## config.mk

```make
export PLATFORM = sky130hd
export DESIGN_NAME = pci_io_target
export DESIGN_NICKNAME = d
export VERILOG_FILES = /design/src/rtl/pci_tgt_pkg.sv /design/src/rtl/pci_tgt_cfg.sv /design/src/rtl/pci_tgt_par.sv /design/src/rtl/pci_io_target.sv
export SDC_FILE = /design/constraint.sdc
export NUM_CORES = 1
export LEC_CHECK = 0
export BUFFER_PORTS_ARGS = -buffer_cell sky130_fd_sc_hd__buf_2
export CORE_ASPECT_RATIO = 0.5
export CORE_MARGIN = 5
export CORE_UTILIZATION = 60
export DETAILED_ROUTE_END_ITERATION = 7
export PLACE_DENSITY_LB_ADDON = 0.1
export SYNTH_ARGS = -nofsm -noshare
export SYNTH_HDL_FRONTEND = slang
export SYNTH_SLANG_ARGS = --single-unit
```

## constraint.sdc

```tcl
create_clock -name clk -period 4.38 [get_ports clk]
set_input_delay 0.438 -clock clk [delete_from_list [all_inputs] [get_ports clk]]
set_output_delay 0.438 -clock clk [all_outputs]
set_load 0.03 [all_outputs]
```

## src/rtl/pci_tgt_pkg.sv

```systemverilog
package pci_tgt_pkg;

  typedef enum logic [2:0] {
    ST_IDLE,
    ST_DECODE,
    ST_XFER,
    ST_TURN,
    ST_BUSY
  } tgt_state_e;

  typedef enum logic [1:0] {
    SP_NONE,
    SP_IO,
    SP_MEM,
    SP_CFG
  } space_e;

  // upper three command bits select the space; bit 0 marks a write
  localparam logic [2:0] CMDG_IO  = 3'b001;
  localparam logic [2:0] CMDG_MEM = 3'b011;
  localparam logic [2:0] CMDG_CFG = 3'b101;

  localparam logic [5:0] IDX_ID    = 6'd0;
  localparam logic [5:0] IDX_CMD   = 6'd1;
  localparam logic [5:0] IDX_CLASS = 6'd2;
  localparam logic [5:0] IDX_BIO   = 6'd4;
  localparam logic [5:0] IDX_BMEM  = 6'd5;
  localparam logic [5:0] IDX_INT   = 6'd15;

  localparam logic [7:0] CMD_WMASK = 8'h43;

  function automatic logic [31:0] win_mask(input int unsigned bits);
    return ~((32'd1 << bits) - 32'd1);
  endfunction

endpackage

```

## src/rtl/pci_tgt_cfg.sv

```systemverilog
module pci_tgt_cfg
  import pci_tgt_pkg::*;
#(
  parameter logic [15:0] VEN_ID    = 16'h1AB5,
  parameter logic [15:0] DEV_ID    = 16'h0C21,
  parameter logic [31:0] CLASS_REV = 32'hFF00_0001,
  parameter int unsigned IO_BITS   = 4,
  parameter int unsigned MEM_BITS  = 12
) (
  input  logic        clk,
  input  logic        rst_n,
  input  logic        wr_en,
  input  logic [5:0]  idx,
  input  logic [31:0] wdata,
  input  logic [3:0]  be_n,
  output logic [31:0] rdata,
  output logic        io_en,
  output logic        mem_en,
  output logic        perr_en,
  output logic [31:0] bar_io,
  output logic [31:0] bar_mem
);

  localparam logic [31:0] IO_WIN  = win_mask(IO_BITS);
  localparam logic [31:0] MEM_WIN = win_mask(MEM_BITS);
  localparam int unsigned LANES   = 4;

  logic [7:0]  cmd_q;
  logic [7:0]  int_line_q;
  logic [31:0] bio_q;
  logic [31:0] bmem_q;

  always_ff @(posedge clk or negedge rst_n) begin
    if (!rst_n) begin
      cmd_q      <= '0;
      int_line_q <= '0;
      bio_q      <= '0;
      bmem_q     <= '0;
    end else if (wr_en) begin
      if (idx == IDX_CMD && !be_n[0]) cmd_q <= wdata[7:0] & CMD_WMASK;
      if (idx == IDX_INT && !be_n[0]) int_line_q <= wdata[7:0];
      for (int b = 0; b < LANES; b++) begin
        if (!be_n[b]) begin
          if (idx == IDX_BIO)  bio_q[8*b +: 8]  <= wdata[8*b +: 8];
          if (idx == IDX_BMEM) bmem_q[8*b +: 8] <= wdata[8*b +: 8];
        end
      end
    end
  end

  assign bar_io  = (bio_q & IO_WIN) | 32'd1;
  assign bar_mem = bmem_q & MEM_WIN;
  assign io_en   = cmd_q[0];
  assign mem_en  = cmd_q[1];
  assign perr_en = cmd_q[6];

  always_comb begin
    case (idx)
      IDX_ID:    rdata = {DEV_ID, VEN_ID};
      IDX_CMD:   rdata = {16'h0200, 8'h00, cmd_q};
      IDX_CLASS: rdata = CLASS_REV;
      IDX_BIO:   rdata = bar_io;
      IDX_BMEM:  rdata = bar_mem;
      IDX_INT:   rdata = {16'h0000, 8'h01, int_line_q};
      default:   rdata = '0;
    endcase
  end

  // only the three defined command bits can ever become set
  p_cmd_bits_r7: assert property (@(posedge clk) disable iff (!rst_n)
    (cmd_q & ~CMD_WMASK) == 8'h00)
    else $error("command register holds an undefined bit");

endmodule

```

## src/rtl/pci_tgt_par.sv

```systemverilog
module pci_tgt_par (
  input  logic        clk,
  input  logic        rst_n,
  input  logic [31:0] ad_o,
  input  logic        ad_oe,
  input  logic [31:0] ad_i,
  input  logic [3:0]  cbe_i,
  input  logic        par_i,
  input  logic        wr_done,
  input  logic        perr_en,
  output logic        par_o,
  output logic        par_oe,
  output logic        perr_n_o,
  output logic        perr_oe
);

  logic chk_v;
  logic exp_par;

  always_ff @(posedge clk or negedge rst_n) begin
    if (!rst_n) begin
      par_o    <= 1'b0;
      par_oe   <= 1'b0;
      chk_v    <= 1'b0;
      exp_par  <= 1'b0;
      perr_n_o <= 1'b1;
      perr_oe  <= 1'b0;
    end else begin
      par_o    <= ^{ad_o, cbe_i};
      par_oe   <= ad_oe;
      chk_v    <= wr_done;
      exp_par  <= ^{ad_i, cbe_i};
      perr_n_o <= !(chk_v && (par_i != exp_par) && perr_en);
      perr_oe  <= chk_v | (perr_oe & ~perr_n_o);
    end
  end

  // an error report needs parity response enabled when it was judged
  p_perr_gated_r9: assert property (@(posedge clk) disable iff (!rst_n)
    (perr_oe && !perr_n_o) |-> $past(perr_en))
    else $error("PERR reported with parity response off");

  // a low PERR is followed by a driven cycle, never a float
  p_perr_release_r9: assert property (@(posedge clk) disable iff (!rst_n)
    (perr_oe && !perr_n_o) |=> perr_oe)
    else $error("PERR floated straight from low");

endmodule

```

## src/rtl/pci_io_target.sv

```systemverilog
module pci_io_target
  import pci_tgt_pkg::*;
#(
  parameter logic [15:0] VEN_ID    = 16'h1AB5,
  parameter logic [15:0] DEV_ID    = 16'h0C21,
  parameter logic [31:0] CLASS_REV = 32'hFF00_0001,
  parameter int unsigned IO_BITS   = 4,
  parameter int unsigned MEM_BITS  = 12,
  parameter int unsigned SW_W      = 8,
  parameter int unsigned LED_W     = 8
) (
  input  logic             clk,
  input  logic             rst_n,
  input  logic [31:0]      ad_i,
  output logic [31:0]      ad_o,
  output logic             ad_oe,
  input  logic [3:0]       cbe_i,
  input  logic             par_i,
  output logic             par_o,
  output logic             par_oe,
  input  logic             frame_n_i,
  input  logic             irdy_n_i,
  input  logic             idsel_i,
  output logic             devsel_n_o,
  output logic             trdy_n_o,
  output logic             ctl_oe,
  output logic             perr_n_o,
  output logic             perr_oe,
  input  logic             irq_i,
  output logic             inta_oe,
  input  logic [SW_W-1:0]  sw_i,
  output logic [LED_W-1:0] led_o
);

  localparam logic [31:0] IO_WIN  = win_mask(IO_BITS);
  localparam logic [31:0] MEM_WIN = win_mask(MEM_BITS);

  tgt_state_e  st_q;
  space_e      sp_q, dec_sp, cur_sp;
  logic [31:0] addr_q;
  logic [3:0]  cmd_q;
  logic        idsel_q;
  logic        is_wr, xfer, cfg_wr, wr_done;
  logic [31:0] cfg_rdata, bar_io, bar_mem, rd_word;
  logic        io_en, mem_en, perr_en;

  assign is_wr   = cmd_q[0];
  assign xfer    = (st_q == ST_XFER) && !irdy_n_i;
  assign wr_done = xfer && is_wr;
  assign cfg_wr  = wr_done && (sp_q == SP_CFG);

  always_comb begin
    dec_sp = SP_NONE;
    case (cmd_q[3:1])
      CMDG_IO:  if (io_en && (((addr_q ^ bar_io) & IO_WIN) == '0)) dec_sp = SP_IO;
      CMDG_MEM: if (mem_en && (((addr_q ^ bar_mem) & MEM_WIN) == '0)) dec_sp = SP_MEM;
      CMDG_CFG: if (idsel_q && addr_q[1:0] == 2'b00) dec_sp = SP_CFG;
      default:  dec_sp = SP_NONE;
    endcase
  end

  assign cur_sp  = (st_q == ST_DECODE) ? dec_sp : sp_q;
  assign rd_word = (cur_sp == SP_CFG) ? cfg_rdata
                                      : {{(32-SW_W){1'b0}}, sw_i};

  always_ff @(posedge clk or negedge rst_n) begin
    if (!rst_n) begin
      st_q       <= ST_IDLE;
      sp_q       <= SP_NONE;
      addr_q     <= '0;
      cmd_q      <= '0;
      idsel_q    <= 1'b0;
      devsel_n_o <= 1'b1;
      trdy_n_o   <= 1'b1;
      ctl_oe     <= 1'b0;
      ad_o       <= '0;
      ad_oe      <= 1'b0;
    end else begin
      case (st_q)
        ST_IDLE: if (!frame_n_i) begin
          addr_q  <= ad_i;
          cmd_q   <= cbe_i;
          idsel_q <= idsel_i;
          st_q    <= ST_DECODE;
        end
        ST_DECODE: if (dec_sp != SP_NONE) begin
          sp_q       <= dec_sp;
          devsel_n_o <= 1'b0;
          trdy_n_o   <= 1'b0;
          ctl_oe     <= 1'b1;
          if (!is_wr) begin
            ad_oe <= 1'b1;
            ad_o  <= rd_word;
          end
          st_q <= ST_XFER;
        end else begin
          st_q <= ST_BUSY;
        end
        ST_XFER: if (!irdy_n_i) begin
          if (frame_n_i) begin
            devsel_n_o <= 1'b1;
            trdy_n_o   <= 1'b1;
            ad_oe      <= 1'b0;
            st_q       <= ST_TURN;
          end else if (!is_wr) begin
            ad_o <= rd_word;
          end
        end
        ST_TURN: begin
          ctl_oe <= 1'b0;
          st_q   <= ST_IDLE;
        end
        ST_BUSY: if (frame_n_i && irdy_n_i) st_q <= ST_IDLE;
        default: st_q <= ST_IDLE;
      endcase
    end
  end

  always_ff @(posedge clk or negedge rst_n) begin
    if (!rst_n) begin
      led_o   <= '0;
      inta_oe <= 1'b0;
    end else begin
      inta_oe <= irq_i;
      if (wr_done && sp_q != SP_CFG && !cbe_i[0]) led_o <= ad_i[LED_W-1:0];
    end
  end

  pci_tgt_cfg #(
    .VEN_ID(VEN_ID), .DEV_ID(DEV_ID), .CLASS_REV(CLASS_REV),
    .IO_BITS(IO_BITS), .MEM_BITS(MEM_BITS)
  ) u_cfg (
    .clk(clk), .rst_n(rst_n), .wr_en(cfg_wr), .idx(addr_q[7:2]),
    .wdata(ad_i), .be_n(cbe_i), .rdata(cfg_rdata),
    .io_en(io_en), .mem_en(mem_en), .perr_en(perr_en),
    .bar_io(bar_io), .bar_mem(bar_mem)
  );

  pci_tgt_par u_par (
    .clk(clk), .rst_n(rst_n), .ad_o(ad_o), .ad_oe(ad_oe), .ad_i(ad_i),
    .cbe_i(cbe_i), .par_i(par_i), .wr_done(wr_done), .perr_en(perr_en),
    .par_o(par_o), .par_oe(par_oe), .perr_n_o(perr_n_o), .perr_oe(perr_oe)
  );

  // zero wait states, TRDY moves together with DEVSEL
  p_trdy_with_devsel_r3: assert property (@(posedge clk) disable iff (!rst_n)
    ctl_oe |-> (devsel_n_o == trdy_n_o))
    else $error("TRDY differs from DEVSEL");

  // AD is driven only inside a claimed cycle
  p_ad_claimed_r3: assert property (@(posedge clk) disable iff (!rst_n)
    ad_oe |-> (ctl_oe && !devsel_n_o))
    else $error("AD driven outside a claimed cycle");

  // a driven-high DEVSEL lasts one cycle before release
  p_ctl_release_r3: assert property (@(posedge clk) disable iff (!rst_n)
    (ctl_oe && devsel_n_o) |=> !ctl_oe)
    else $error("DEVSEL/TRDY not released after turnaround");

  // no configuration claim without IDSEL
  p_cfg_needs_idsel_r1: assert property (@(posedge clk) disable iff (!rst_n)
    (st_q == ST_DECODE && cmd_q[3:1] == CMDG_CFG && !idsel_q) |=> !ctl_oe)
    else $error("configuration cycle claimed without IDSEL");

  // LED changes only on a completed data phase
  p_led_hold_r4: assert property (@(posedge clk) disable iff (!rst_n)
    !xfer |=> $stable(led_o))
    else $error("LED changed outside a data phase");

endmodule

```

; ---- Word level (Yosys, flattened, before mapping)
; Cells that the tools add are included.
[word_totals]
regBits = 159
latch_bits = 0
mem_bits_rw = 0
rom_bits = 0
input_bits = 51
mem_count = 0
[classes]
add_sub_neg = 0
multipliers = 0
div = 0
magnitude_cmp = 0
eq_ne = 23
shift = 0
mux = 29
bitwise = 10
n_reduce_logical = 42
[op_table]
columns = op, count
row1 = $pmux W32 S6, 1
row2 = $mux W32, 5
row3 = $reduce_xor A36 Y1, 2
row4 = $logic_not A32 Y1, 2
row5 = $pmux W32 S2, 1
row6 = $xor A32 B32 Y32, 2
row7 = $reduce_and A3 Y1, 7
row8 = $mux W3, 5
row9 = $ne A2 B2 Y1 const B, 7
row10 = $logic_and A1 B1 Y1, 13
row11 = $eq A6 B3 Y1 const B, 2
row12 = $pmux W3 S4, 1
row13 = $reduce_and A4 Y1, 3
row14 = $reduce_and A2 Y1, 5
row15 = $eq A3 B2 Y1 const B, 3
row16 = $mux W1, 9
row17 = $eq A3 B1 Y1 const B, 2
row18 = $eq A3 B3 Y1 const B, 2
row19 = $eq A6 B1 Y1 const B, 1
row20 = $eq A6 B2 Y1 const B, 1
row21 = $eq A6 B4 Y1 const B, 1
row22 = $logic_not A6 Y1, 1
row23 = $mux W2, 3
row24 = $not A1 Y1, 6
row25 = 12 further kinds, 19

; ---- Depth between registers and ports, before layout
[logic_depth]
depth_word = 12
mapped_depth = 9

; ---- Modules after synthesis
; A second synthesis with hierarchy kept.
[hier_totals]
hier_cells = 579
area_unflattened_um2 = 7559.8
[by_module_without_submodules]
columns = mod, n_inst, cells_per_inst, area_each_um2
row1 = pci_io_target, 1, 297, 3972.6
row2 = pci_tgt_cfg, 1, 207, 2813.9
row3 = pci_tgt_par, 1, 75, 773.2

; ---- Worst setup path after synthesis
; No wires, ideal clock.
[synth_timing]
path_type = reg2reg
from = register addr_q[6]
to = register u_cfg.bio_q[10]
setup_time_ns = 0.125
t_arrival_ns = 1.936
slack_ns = 2.319
stages_incl_launch_ff = 7
path_buffers = 0
synth_period_minus_slack_ns = 2.061
cell_sequence = dfrtp_1 or2_1 or3_4 nor3_4 nand2_4 nor2_8 mux2_2
[synth_via]
elab_chain_len = 2
[synth_lines]
columns = item, line_no
row1 = start: declaration, pci_io_target.sv:40  ; logic [31:0] addr_q;
row2 = start signal: assignment, pci_io_target.sv:81  ; addr_q <= ad_i;
row3 = $eq A6 B3 Y1, pci_tgt_cfg.sv:44  ; if (idx == IDX_BIO) bio_q[8*b +: 8] <= wdata[8*b +: 8];
row4 = $reduce_and A3 Y1 (no source line), -
row5 = end signal: indexed assignment, pci_tgt_cfg.sv:44
row6 = end: declaration, pci_tgt_cfg.sv:30  ; logic [31:0] bio_q;
; No other way between the ends.
; A chain may end at the register's enable or synchronous reset.

; ---- Worst setup path in the final report
[layout_timing]
from = register addr_q[24]
to = register ad_o[3]
[layout_via]
elab_chain_len = 12
word_cells_on_any_way = 20
[layout_lines]
columns = item, line_no
row1 = $xor A32 B32 Y32 (on tied branches), "pci_io_target.sv:55, pci_io_target.sv:56"
row2 = $logic_not A32 Y1 (on tied branches), "pci_io_target.sv:55, pci_io_target.sv:56"
row3 = $logic_and A1 B1 Y1 (on tied branches), "pci_io_target.sv:55, pci_io_target.sv:56"
row4 = $mux W1 / $mux W2 (equally long branches), "pci_io_target.sv:55, pci_io_target.sv:56"
row5 = $pmux W2 S3 *, pci_io_target.sv:54  ; case (cmd_q[3:1])
row6 = $mux W2, pci_io_target.sv:62  ; assign cur_sp = (st_q == ST_DECODE) ? dec_sp : sp_q;
row7 = $eq A2 B2 Y1, pci_io_target.sv:63  ; assign rd_word = (cur_sp == SP_CFG) ? cfg_rdata
row8 = $mux W32, pci_io_target.sv:63
row9 = $mux W32, "pci_io_target.sv:91, pci_io_target.sv:105"
row10 = $mux W32, pci_io_target.sv:100  ; if (frame_n_i) begin
row11 = $mux W32, pci_io_target.sv:99  ; ST_XFER: if (!irdy_n_i) begin
row12 = $pmux W32 S2, pci_io_target.sv:79  ; case (st_q)
row13 = end signal: assignment, pci_io_target.sv:93  ; ad_o <= rd_word;
row14 = end signal: assignment, pci_io_target.sv:106  ; ad_o <= rd_word;
row15 = end: declaration, pci_io_target.sv:15  ; output logic [31:0] ad_o,
; Mark *: on every way between the ends. The rest lies on a longest branch, timed or not. The select of a mux whose other input is x is not followed.

==> flow_summary_export.csv <==
group,metric,value,unit
critical_path,crit_type,"reg -> reg",
finish,fillCellCount,827,
yosys,synth-compound-area-share,7.917,%
timing,fin_skew,10.11,ps
global_route,grt_pass1_vias,5205,
place,gp_congestion,0.8619,
clock_network,clock_path_buffers,2,
yosys,synth_flop_cell,"dfrtp_1",
yosys,synth_mux_area_share,17.71,%
routing,firstDrtPassIters,5,
pwr,vdd_drop_max,0.3397,mV
timing,drv_slew,0,
critical_path,cp_cell_sequence,"xor2_1 -> nor4_1 -> nand4_1 -> o21ai_1 -> o31ai_4 -> buf_4 -> mux2_2",
timing,timing.final.ws_setup,1534,ps
critical_path,cp.required,4690,ps
yosys,synthAdderAreaFrac,0,%
global_route,overflow,0,
yosys,synth_seq_area_share,51.23,%
clock_network,post_cts_resized,0,
timing,tightest_slew,921.2,ps
min_path,holdCritPathClass,"in -> async",
critical_path,path_max_fanout,18,
routing,wl,18380,um
global_route,grt_max_degree,92,
critical_path,crit_buf_inv,1,
yosys,yosys_register_bits,151,
clock_network,cts_tree,"done",
finish,drive_gt1_share,38.82,%
yosys,yosys.area_share.simple,7.696,%
clock_network,clk-insertion-delay-late,430,ps
job,drv_cap,0,
clock_network,cts.reportedPaths.clkPinSlew,70,ps
yosys,synth_cells,574,
yosys,netlist_area,7381,sq um
finish,n_antenna_cell,0,
critical_path,cp_slowest_cell,"o31ai_4",
yosys,synth_top_family_by_area,"multiplexers",
floorplan,die_width,166.9,um
global_route,antenna_found_initial,0,
routing,drt_iter0_markers,435,
finish,synthToLayoutAreaGrowth,17.24,%
floorplan,rows,28,
pwr,cellPowerDensity,532.2,nW/um^2
clock_network,cts_htree_levels,4,
routing,drc,0,
floorplan,core_area,11910,sq um
global_route,grt_usage,26.20,%
outcome,outcome,"complete, no violations",
floorplan,num_io_pins,100,
place,io_buffer_count,99,
yosys,yosysWarnings,0,
clock_network,cts_root_buffer,"clkbuf_16",
critical_path,start_kind,"flop",
timing,fin_crit_sh,64.97,%
yosys,synth_cell_type_count,57,
yosys,synthXorXnorAreaFrac,13.77,%
routing,drt-wirelength-per-cell,21.42,um
floorplan,die_y,88.43,um
yosys,synth_fp_nets,625,
clock_network,cts_setup_buffers,0,
timing,relSlewSlack,38.11,%
clock_network,hold_buffers,0,
yosys,async_flop_share,100.0,%
timing,fmax,351.4,MHz
pwr,p_leak,0.004127,uW
global_route,grt_pass1_wl,29480,um
critical_path,r2r-start,"addr_q[24]",
floorplan,initial_core_util,61.96,%
clock_network,clock_sinks,151,
place,placed_cell_area,8055,sq um
clock_network,cts_inserted_buffers,17,
timing,setup_violations,0,
place,dpl_worst_slack,1604,ps
timing,rsz0062_at_grt,"false",
timing,setup-tns-final,0,ps
critical_path,startpoint,"addr_q[24]",
routing,vias,5044,
yosys,syn_avg_cell_area,12.86,sq um
routing,routed_via_density,5.879,
floorplan,dieArea,14750,sq um
routing,ant_nets,0,
critical_path,crit_arrival,3160,ps
critical_path,critPathMaxStageDelay,810,ps
yosys,synth_edf_count,0,
critical_path,end_kind,"flop",
critical_path,critical-path-top-delay-family,"compound AO/OA/AOI/OAI gates",
finish,finish.instance_area,8653,sq um
place,dpl.hpwl,13160,um
finish,fin_nets,731,
timing,hold_violations,0,
timing,finalCriticalPeriod,2846,ps
## cells in the mapped netlist (2+ instances only)
cell type / instances / share of area, %
a21o_1: 3 / 0.31
a21oi_1: 18 / 1.2
a221oi_1: 10 / 1.2
a22oi_1: 11 / 1.1
a31oi_1: 2 / 0.17
buf_2: 5 / 0.34
buf_4: 3 / 0.31
clkbuf_1: 8 / 0.41
dfrtp_1: 149 / 51
dfstp_2: 2 / 0.71
inv_1: 8 / 0.41
mux2_2: 113 / 17
nand2_1: 13 / 0.66
nand2b_1: 2 / 0.17
nand3_1: 5 / 0.34
nand3b_1: 2 / 0.20
nand4_1: 4 / 0.34
nand4b_1: 2 / 0.24
nor2_1: 13 / 0.66
nor2_2: 2 / 0.17
nor2_4: 2 / 0.31
nor2_8: 3 / 0.81
nor2b_1: 3 / 0.25
nor3_1: 5 / 0.34
nor3b_1: 2 / 0.20
nor4_1: 10 / 0.85
o21ai_0: 8 / 0.54
o21bai_1: 3 / 0.31
o2bb2ai_1: 20 / 2.4
or3_1: 2 / 0.17
xnor2_1: 66 / 7.8
xor2_1: 50 / 5.9
## kinds of logic after synthesis
logic type | after synthesis
flip-flops | 151
buffers and inverters | 26
AO/OA/AOI/OAI | 81
XOR/XNOR | 116
AND/OR/NAND/NOR | 84
multiplexers | 116
## per-layer routing
metal	part of all wire (%)	up-vias	GRT usage, %
met2	42	210	37.93
met3	8.1	21	6.604
met5	0	-	0
met4	1.2	0	8.166
li1	-	2271	-
met1	49	2542	39.20
## worst reg2reg max path, stage by stage (launching register included)
cell and delay (ps):
dfrtp_1 420, xor2_1 290, nor4_1 110, nand4_1 120, o21ai_1 220, o31ai_4 810, buf_4 400, mux2_2 370
## power breakdown
group	switching [uW]	leakage, uW	total (uW)	internal (uW)
Combinational	645	0.00183	1200	559
Sequential	263	0.00201	1900	1640
Clock	618	0.000288	1500	878
Total	1530	0.00413	4600	3080
## cell usage in the layout, fill, tap and decap left out, types with 4 or more instances in the layout
cell type	Yosys	final
a21oi_1	18	18
a22oi_1	11	11
buf_4	3	6
nor4_1	10	9
mux2_2	113	113
nand3_1	5	5
clkinv_4	0	4
clkbuf_16	0	17
nor3_1	5	5
nor2_1	13	13
nand2_1	13	13
inv_1	8	8
buf_2	5	98
a221oi_1	10	10
xnor2_1	66	66
o2bb2ai_1	20	20
o21ai_0	8	8
dfrtp_1	149	149
xor2_1	50	50
nand4_1	4	4
## registers in the layout, indices dropped and copies added (netlist names), 2 cells and up
name	flops
ad_o	32
addr_q	32
u_cfg.bio_q	28
u_cfg.bmem_q	20
led_o	8
u_cfg.int_line_q	8
cmd_q	4
st_q	3
u_cfg.cmd_q	3
sp_q	2
## through the flow
stage | hold WS, ps | cells | power, uW | util [%]
floorplan | 142.4 | 574 | 2743 | -
global placement | 419.3 | 826 | 3078 | 67.63
detailed placement | 428.2 | 826 | 3115 | 67.63
CTS | 112.8 | 858 | 4601 | 72.65
global route | 113.8 | 858 | 4805 | 72.65
finish | 78.15 | 858 | 4605 | 72.65
## cell type report
type | count | area [sq um] | area share (%)
Inverter | 8 | 30.03 | 0.3470
Tap cell | 165 | 206.4 | 2.386
Clock buffer | 20 | 456.7 | 5.278
Sequential cell | 151 | 3781 | 43.70
Clock inverter | 12 | 141.4 | 1.634
Multi-Input combinational cell | 397 | 3491 | 40.34
Timing Repair Buffer | 105 | 546.8 | 6.319
## worst paths after layout
check	cells after the start	slack [ps]	end
max	7	1530	ad_o[3]
min	1	80	ad_o[29]
max reg2reg	7	1530	ad_o[3]
min reg2reg	1	430	u_par.perr_n_o
max in group asynchronous	2	3310	u_par.perr_n_o
min in group clk	1	110	inta_oe
(Power assumes the default switching activity.)
